<file path="src/rtl/dacbank_pkg.sv">
package dacbank_pkg;
  // Mid-scale code for a code word of the given width (MSB set, rest clear).
  function automatic int unsigned mid_code(input int unsigned width);
    return 32'd1 << (width - 1);
  endfunction
endpackage

</file>
<file path="src/rtl/dacbank_sync.sv">
module dacbank_sync #(
  parameter int          W       = 1,
  parameter int          STAGES  = 2,
  parameter logic [W-1:0] RST_VAL = '0
) (
  input  logic         clk,
  input  logic         rst,
  input  logic [W-1:0] d,
  output logic [W-1:0] q
);
  logic [W-1:0] stage [STAGES];

  always_ff @(posedge clk) begin
    if (rst) begin
      for (int i = 0; i < STAGES; i++) stage[i] <= RST_VAL;
    end else begin
      stage[0] <= d;
      for (int i = 1; i < STAGES; i++) stage[i] <= stage[i-1];
    end
  end

  assign q = stage[STAGES-1];
endmodule

</file>
<file path="src/rtl/dacbank_decode.sv">
module dacbank_decode #(
  parameter int CH = 8,
  parameter int AW = 3
) (
  input  logic          en,
  input  logic [AW-1:0] addr,
  output logic [CH-1:0] sel
);
  for (genvar c = 0; c < CH; c++) begin : g_sel
    assign sel[c] = en && (addr == AW'(c));
  end
endmodule

</file>
<file path="src/rtl/dacbank_chan.sv">
module dacbank_chan #(
  parameter int           CW       = 13,
  parameter logic [CW-1:0] RST_CODE = '0
) (
  input  logic          clk,
  input  logic          rst,
  input  logic          wr_en,
  input  logic          ld_en,
  input  logic [CW-1:0] din,
  output logic [CW-1:0] in_q,
  output logic [CW-1:0] dac_q
);
  logic [CW-1:0] in_next;

  // Second rank follows the first rank's next value so that write and
  // load together pass data through both ranks in one update.
  always_comb in_next = wr_en ? din : in_q;

  always_ff @(posedge clk) begin
    if (rst) begin
      in_q  <= RST_CODE;
      dac_q <= RST_CODE;
    end else begin
      in_q <= in_next;
      if (ld_en) dac_q <= in_next;
    end
  end
endmodule

</file>
<file path="src/rtl/dac_bank_regfile.sv">
module dac_bank_regfile #(
  parameter int CHANNELS    = 8,
  parameter int CODE_W      = 13,
  parameter int SYNC_STAGES = 2,
  localparam int ADDR_W     = $clog2(CHANNELS)
) (
  input  logic                       clk,
  input  logic                       rst,
  input  logic [ADDR_W-1:0]          addr_i,
  input  logic [CODE_W-1:0]          data_i,
  input  logic                       cs_n_i,
  input  logic                       wr_n_i,
  input  logic                       ld_n_i,
  input  logic                       clr_n_i,
  output logic [CHANNELS*CODE_W-1:0] code_o
);
  localparam logic [CODE_W-1:0] MID_CODE = CODE_W'(dacbank_pkg::mid_code(CODE_W));
  localparam int PAY_W = ADDR_W + CODE_W;

  logic              cs_s_n, wr_s_n, ld_s_n;
  logic [ADDR_W-1:0] addr_s;
  logic [CODE_W-1:0] data_s;
  logic [CHANNELS-1:0] wr_sel;
  logic [CHANNELS*CODE_W-1:0] inp_flat;
  logic [CHANNELS*CODE_W-1:0] dac_flat;

  // Strobes idle high out of reset.
  dacbank_sync #(.W(3), .STAGES(SYNC_STAGES), .RST_VAL(3'b111)) u_strobe_sync (
    .clk (clk),
    .rst (rst),
    .d   ({cs_n_i, wr_n_i, ld_n_i}),
    .q   ({cs_s_n, wr_s_n, ld_s_n})
  );

  // Address and data take the same path so they stay aligned to the strobes.
  dacbank_sync #(.W(PAY_W), .STAGES(SYNC_STAGES), .RST_VAL('0)) u_payload_sync (
    .clk (clk),
    .rst (rst),
    .d   ({addr_i, data_i}),
    .q   ({addr_s, data_s})
  );

  dacbank_decode #(.CH(CHANNELS), .AW(ADDR_W)) u_decode (
    .en   (~cs_s_n & ~wr_s_n),
    .addr (addr_s),
    .sel  (wr_sel)
  );

  for (genvar c = 0; c < CHANNELS; c++) begin : g_chan
    logic [CODE_W-1:0] in_q, dac_q;

    dacbank_chan #(.CW(CODE_W), .RST_CODE(MID_CODE)) u_chan (
      .clk   (clk),
      .rst   (rst),
      .wr_en (wr_sel[c]),
      .ld_en (~ld_s_n),
      .din   (data_s),
      .in_q  (in_q),
      .dac_q (dac_q)
    );

    assign inp_flat[c*CODE_W +: CODE_W] = in_q;
    assign dac_flat[c*CODE_W +: CODE_W] = dac_q;
    // Clear masks the output without a clock and leaves both ranks alone.
    assign code_o[c*CODE_W +: CODE_W]   = clr_n_i ? dac_q : MID_CODE;
  end
endmodule

</file>
<file path="config.mk">
export PLATFORM = sky130hd
export DESIGN_NAME = dac_bank_regfile
export DESIGN_NICKNAME = d
export VERILOG_FILES = /design/src/rtl/dacbank_pkg.sv /design/src/rtl/dacbank_sync.sv /design/src/rtl/dacbank_decode.sv /design/src/rtl/dacbank_chan.sv /design/src/rtl/dac_bank_regfile.sv
export SDC_FILE = /design/constraint.sdc
export NUM_CORES = 1
export LEC_CHECK = 0
export CORE_UTILIZATION = 49
export CTS_CLUSTER_DIAMETER = 40
export DETAILED_ROUTE_END_ITERATION = 10
export PLACE_DENSITY_LB_ADDON = 0.3
export SLEW_MARGIN = 20
export SYNTH_ARGS = -nofsm -noshare
export SYNTH_HDL_FRONTEND = slang
export SYNTH_SLANG_ARGS = --single-unit
</file>
<file path="constraint.sdc">
create_clock -name clk -period 1.5 [get_ports clk]
set_input_delay 0.225 -clock clk [delete_from_list [all_inputs] [get_ports clk]]
set_output_delay 0.225 -clock clk [all_outputs]
set_load 0.1 [all_outputs]
</file>
* Word-level counts from Yosys, hierarchy flattened
Memories as Yosys holds them, arrays and structs flattened.
Cells that the tools add are included.
** Word-level totals
- Output and inout port bits :: 104
- Logic and storage cells :: 64
- Memories kept :: 2
- RAM bits :: 38
- Flip-flop bits (word level) :: 208
** Cells by class
- Bitwise operators :: 7
- Reduce and logical (&&, ||, !) cells :: 9
- Muxes and demuxes :: 23
- Equality and inequality tests :: 7
** Memory list
- u_payload_sync.stage :: depth 2, bits a word 16, rd ports 2, clocked after Yosys merged registers in 0, write ports 2, line dacbank_sync.sv:11 : logic [W-1:0] stage [STAGES];
- u_strobe_sync.stage :: depth 2, bits a word 3, rd ports 2, clocked after Yosys merged registers in 0, write ports 2, line dacbank_sync.sv:11
** Operators by type and width (number)
- two-way mux 13 bit :: 16
- two-way mux 16 bit :: 2
- equality test 3 bit (second input constant) :: 4
- logical AND 1 bit :: 8
- equality test 3 x 2 -> 1 bit (second input constant) :: 2
- two-way mux 3 bit :: 2
- OR 1 bit :: 4
- equality test 3 x 1 -> 1 bit (second input constant) :: 1
- zero test 3 bit :: 1
- two-way mux 1 bit :: 3
- NOT 1 bit :: 2
- AND 1 bit :: 1

* Depth between registers and ports, before layout
- Word-level depth :: 4
- Mapped depth :: 5
- Gate-level depth less buffers :: 3

* Modules after synthesis
From an unflattened synthesis, not the netlist that was laid out.
** Unflattened totals
- Cells, all modules :: 919
- Area, all modules :: 9303.9 µm²
** Modules (own cells, without submodules)
- dacbank_chan :: instances 8, area each 910.9 µm², cells each 87, seq. area each 520.5 µm²
- dacbank_sync (u_payload_sync) :: instances 1, area each 983.4 µm², cells each 83, seq. area each 640.6 µm²
- dac_bank_regfile :: instances 1, area each 757.0 µm², cells each 117, seq. area each 0.0 µm²
- dacbank_sync (u_strobe_sync) :: instances 1, area each 180.2 µm², cells each 15, seq. area each 120.1 µm²
- dacbank_decode :: instances 1, area each 96.3 µm², cells each 8, seq. area each 0.0 µm²

* Least setup slack after synthesis
Ideal clock, no wire load.
- Path type :: input -> output
- From :: input clr_n_i
- To :: output code_o[100]
- Stages on the path :: 3
- Path slack :: -196 ps
- Data required time :: 1275 ps
- Arrival :: 1471 ps
- Path buffers :: 2
- Cells stage by stage :: clkbuf_1 -> clkbuf_1 -> and2_1
** Between the ends
- Longest elaborated chain between the ends :: 1
** Ends and longest elaborated chain
- start, declared :: line dac_bank_regfile.sv:14 : input logic clr_n_i,
- two-way mux 13 bit :: line dac_bank_regfile.sv:65 : assign code_o[c*CODE_W +: CODE_W] = clr_n_i ? dac_q : MID_CODE;
- end, declared :: line dac_bank_regfile.sv:15 : output logic [CHANNELS*CODE_W-1:0] code_o
Every way passes these cells.

==> impl_metrics.json <==
{
  "via_per_inst": 5.97,
  "layout.area.seq_um2": 4940,
  "grt_usage": 0.245,
  "min_to": "u_payload_sync.stage[0][13]",
  "grt_pass1_vias": 7659,
  "r2r_end": "g_chan[0].u_chan.dac_q[9]",
  "drtIter0Drc": 1059,
  "fin_skew_ns": 0.0176,
  "syn_nets": 1059,
  "syn_area_um2": 9320,
  "drtAntennaViolNets": 0,
  "antenna_found_initial": 0,
  "area_growth_pct": 47.5,
  "hold_viol_final": 0,
  "min_period_over_period": 1.08,
  "pwr-share-comb": 0.111,
  "grt_pass1_wl_um": 39100,
  "max_freq_mhz": 618,
  "cp-start-kind": "flop",
  "hp-class": "input port to flop",
  "yosysTopAreaCellShare": 0.528,
  "dp_hpwl_um": 14600,
  "synth.area.top_cells": "dfxtp_1 (53%), a311oi_1 (9.0%), and2_1 (6.5%)",
  "critPathMaxFanout": 10,
  "power_density_nw_per_um2": 1160,
  "setup_slack_ns": -0.118,
  "synth-seq-cells": 246,
  "r2r_start": "u_strobe_sync.stage[0][4]",
  "worstMarginPinSlew_ns": 0.833,
  "clockBufferDepth": 3,
  "clock_sinks": 246,
  "finalSetupViolCount": 41,
  "drive_gt1_frac": 0.335,
  "yosysWarnings": 0,
  "cts-buffers-inserted": 30,
  "whs_ns": 0.0713,
  "worst-setup-path-type": "flop to flop",
  "status": "finished, violations left",
  "antenna_cells": 0,
  "sw_frac_of_total": 0.263,
  "total_power_mw": 15.9,
  "maxSlewHeadroom": 0.444,
  "min_delay_path_depth": 2,
  "leakagePower_nw": 4.79,
  "wl_per_cell_um": 19.3,
  "cp.required_ns": 1.93,
  "end_kind": "flop",
  "syn_avg_cell_area_um2": 8.99,
  "p_sw_mw": 4.19,
  "p_clk_frac": 0.460,
  "synth_async_sr_flop_share": 0,
  "r2r_cells": 6,
  "sequentialPowerShare": 0.429,
  "clockRootBuffer": "clkbuf_16",
  "synth_cells": 1037,
  "insertion_delay_ns": 0.54,
  "tritoncts": "done",
  "drc": 0,
  "ir_worst_vdd_v": 0.000969,
  "core_region_area_um2": 18600,
  "hold_path_startpoint": "rst",
  "min_period_ns": 1.62,
  "final_util": 0.737,
  "nets": 1161,
  "h-tree-depth": 1,
  "grt_max_degree": 79,
  "violations": "setup timing",
  "ioPinCount": 126,
  "synth_cell_types": 26,
  "r2r_slack_ns": -0.12,
  "cap_violations": 0,
  "initial_utilization": 0.500,
  "fillers": 1192,
  "dieArea_um2": 19600,
  "ys_seq_area_frac": 0.528,
  "slew_viol_final": 0,
  "dp_slack_ns": -0.0825,
  "rows": 50,
  "grt_overflow": 0,
  "multi_input_area_um2": 4370,
  "clk_pin_slew_ns": 0.06,
  "gp_congestion": 0.746,
  "firstDrtPassIters": 8,
  "drt-total-wl_um": 26900,
  "internal_power_mw": 11.7,
  "vias": 8342,
  "arrival_ns": 2.05,
  "grt_setup_unrepaired": "yes",
  "synth_edf_count": 0,
  "die_x_um": 140,
  "port_buffers": 125,
  "die_h_um": 140,
  "synth_flop_cell": "dfxtp_1",
  "yosys.area.top_type": "dfxtp_1"
}
through the flow:
stage          cells  setup TNS (ns)  area (µm²)
3_3_place_gp    1329               0       12100
5_1_grt         1397           -7.72       13700
3_5_place_dp    1329          -0.518       12100
6_report        1397           -1.66       13700
2_1_floorplan   1037               0        9400
4_1_cts         1385         -0.0227       13200
logic make-up (layout without fill, tap and decap cells):
logic type	after synthesis	count (layout)	synth area share
AND/OR/NAND/NOR	371	371	0.211
AO/OA/AOI/OAI	304	304	0.203
flip-flops	246	246	0.528
buffers and inverters	116	242	0.0579
registers in the layout, indices dropped and copies added, names as in the netlist:
register,flops
g_chan.u_chan.dac_q,104
g_chan.u_chan.in_q,104
u_payload_sync.stage,32
u_strobe_sync.stage,6
layout make-up:
type,count,share of cell area
clock buffer,36,0.0607
multi-input combinational,675,0.318
inverter,1,0.000637
clock inverter,20,0.0152
sequential,246,0.359
timing repair buffer,185,0.225
tap,234,0.0213
timing repair:
action                                  CTS  global route
pin swaps                                 0            32
setup buffers                             0             5
gates resized for setup                  43           134
cloned                                    0             7
endpoints found under the setup margin   46           191
hold buffers                              0             0
power groups by stage:
| stage | Combinational (mW) | Clock, mW | Sequential (mW) |
|---|---|---|---|
| floorplan | 1.06 | 0 | 6.90 |
| global placement | 1.65 | 0 | 6.96 |
| detailed placement | 1.67 | 0 | 6.96 |
| CTS | 1.69 | 7.33 | 6.82 |
| global route | 1.84 | 7.62 | 6.84 |
| finish | 1.77 | 7.32 | 6.83 |
cell usage in the layout, fill, tap and decap left out, drive strengths merged, types with 2 or more instances in the layout:
master and instances:
inv 3, clkbuf 40, nor2b 34, or2 7, dfxtp 246, clkinv 10
and2 97, buf 162, nor3 9, nand3 104, bufinv 2, clkinvlp 6
nand3b 8, a31oi 8, clkdlybuf4s50 19, nor2 98, a311oi 96, nand2b 9
a21oi 96, o21ai 104
cells in the mapped netlist, drive strengths merged (7+ instances only):
master  count
nand2b      9
nor2b      34
nor2       98
dfxtp     246
o21ai     104
or2         7
nand3b      8
and2       97
a21oi      96
nand3     104
clkbuf     81
buf        34
a31oi       8
a311oi     96
nor3        9
worst max-delay path: stages, from the launching register on:
cell and delay (ns):
dfxtp_4 0.36, buf_6 0.12, nor3_4 0.29, buf_6 0.20, buf_12 0.15, nand3_1 0.14
a311oi_2 0.27
metal layers:
metal  track usage  share of wire  wire [µm]  up-vias
met3        0.0369          0.082       2200      101
met5             0              0          0        -
li1              -              -          -     3899
met2         0.392           0.48      13000      404
met1         0.329           0.39      10400     3938
met4         0.109          0.048       1300        0
worst max-delay path by stage:
stage                                startpoint                    endpoint  depth (start not counted)
floorplan                               clr_n_i                   code_o[0]                          2
global placement    u_payload_sync.stage[0][31]  g_chan[7].u_chan.dac_q[10]                          4
detailed placement    u_strobe_sync.stage[0][4]  g_chan[1].u_chan.dac_q[11]                          5
CTS                   u_strobe_sync.stage[0][4]  g_chan[1].u_chan.dac_q[11]                          5
global route          u_strobe_sync.stage[0][4]  g_chan[2].u_chan.dac_q[10]                          6
finish                u_strobe_sync.stage[0][4]   g_chan[0].u_chan.dac_q[9]                          6
Power figures use the tool's default switching activity.
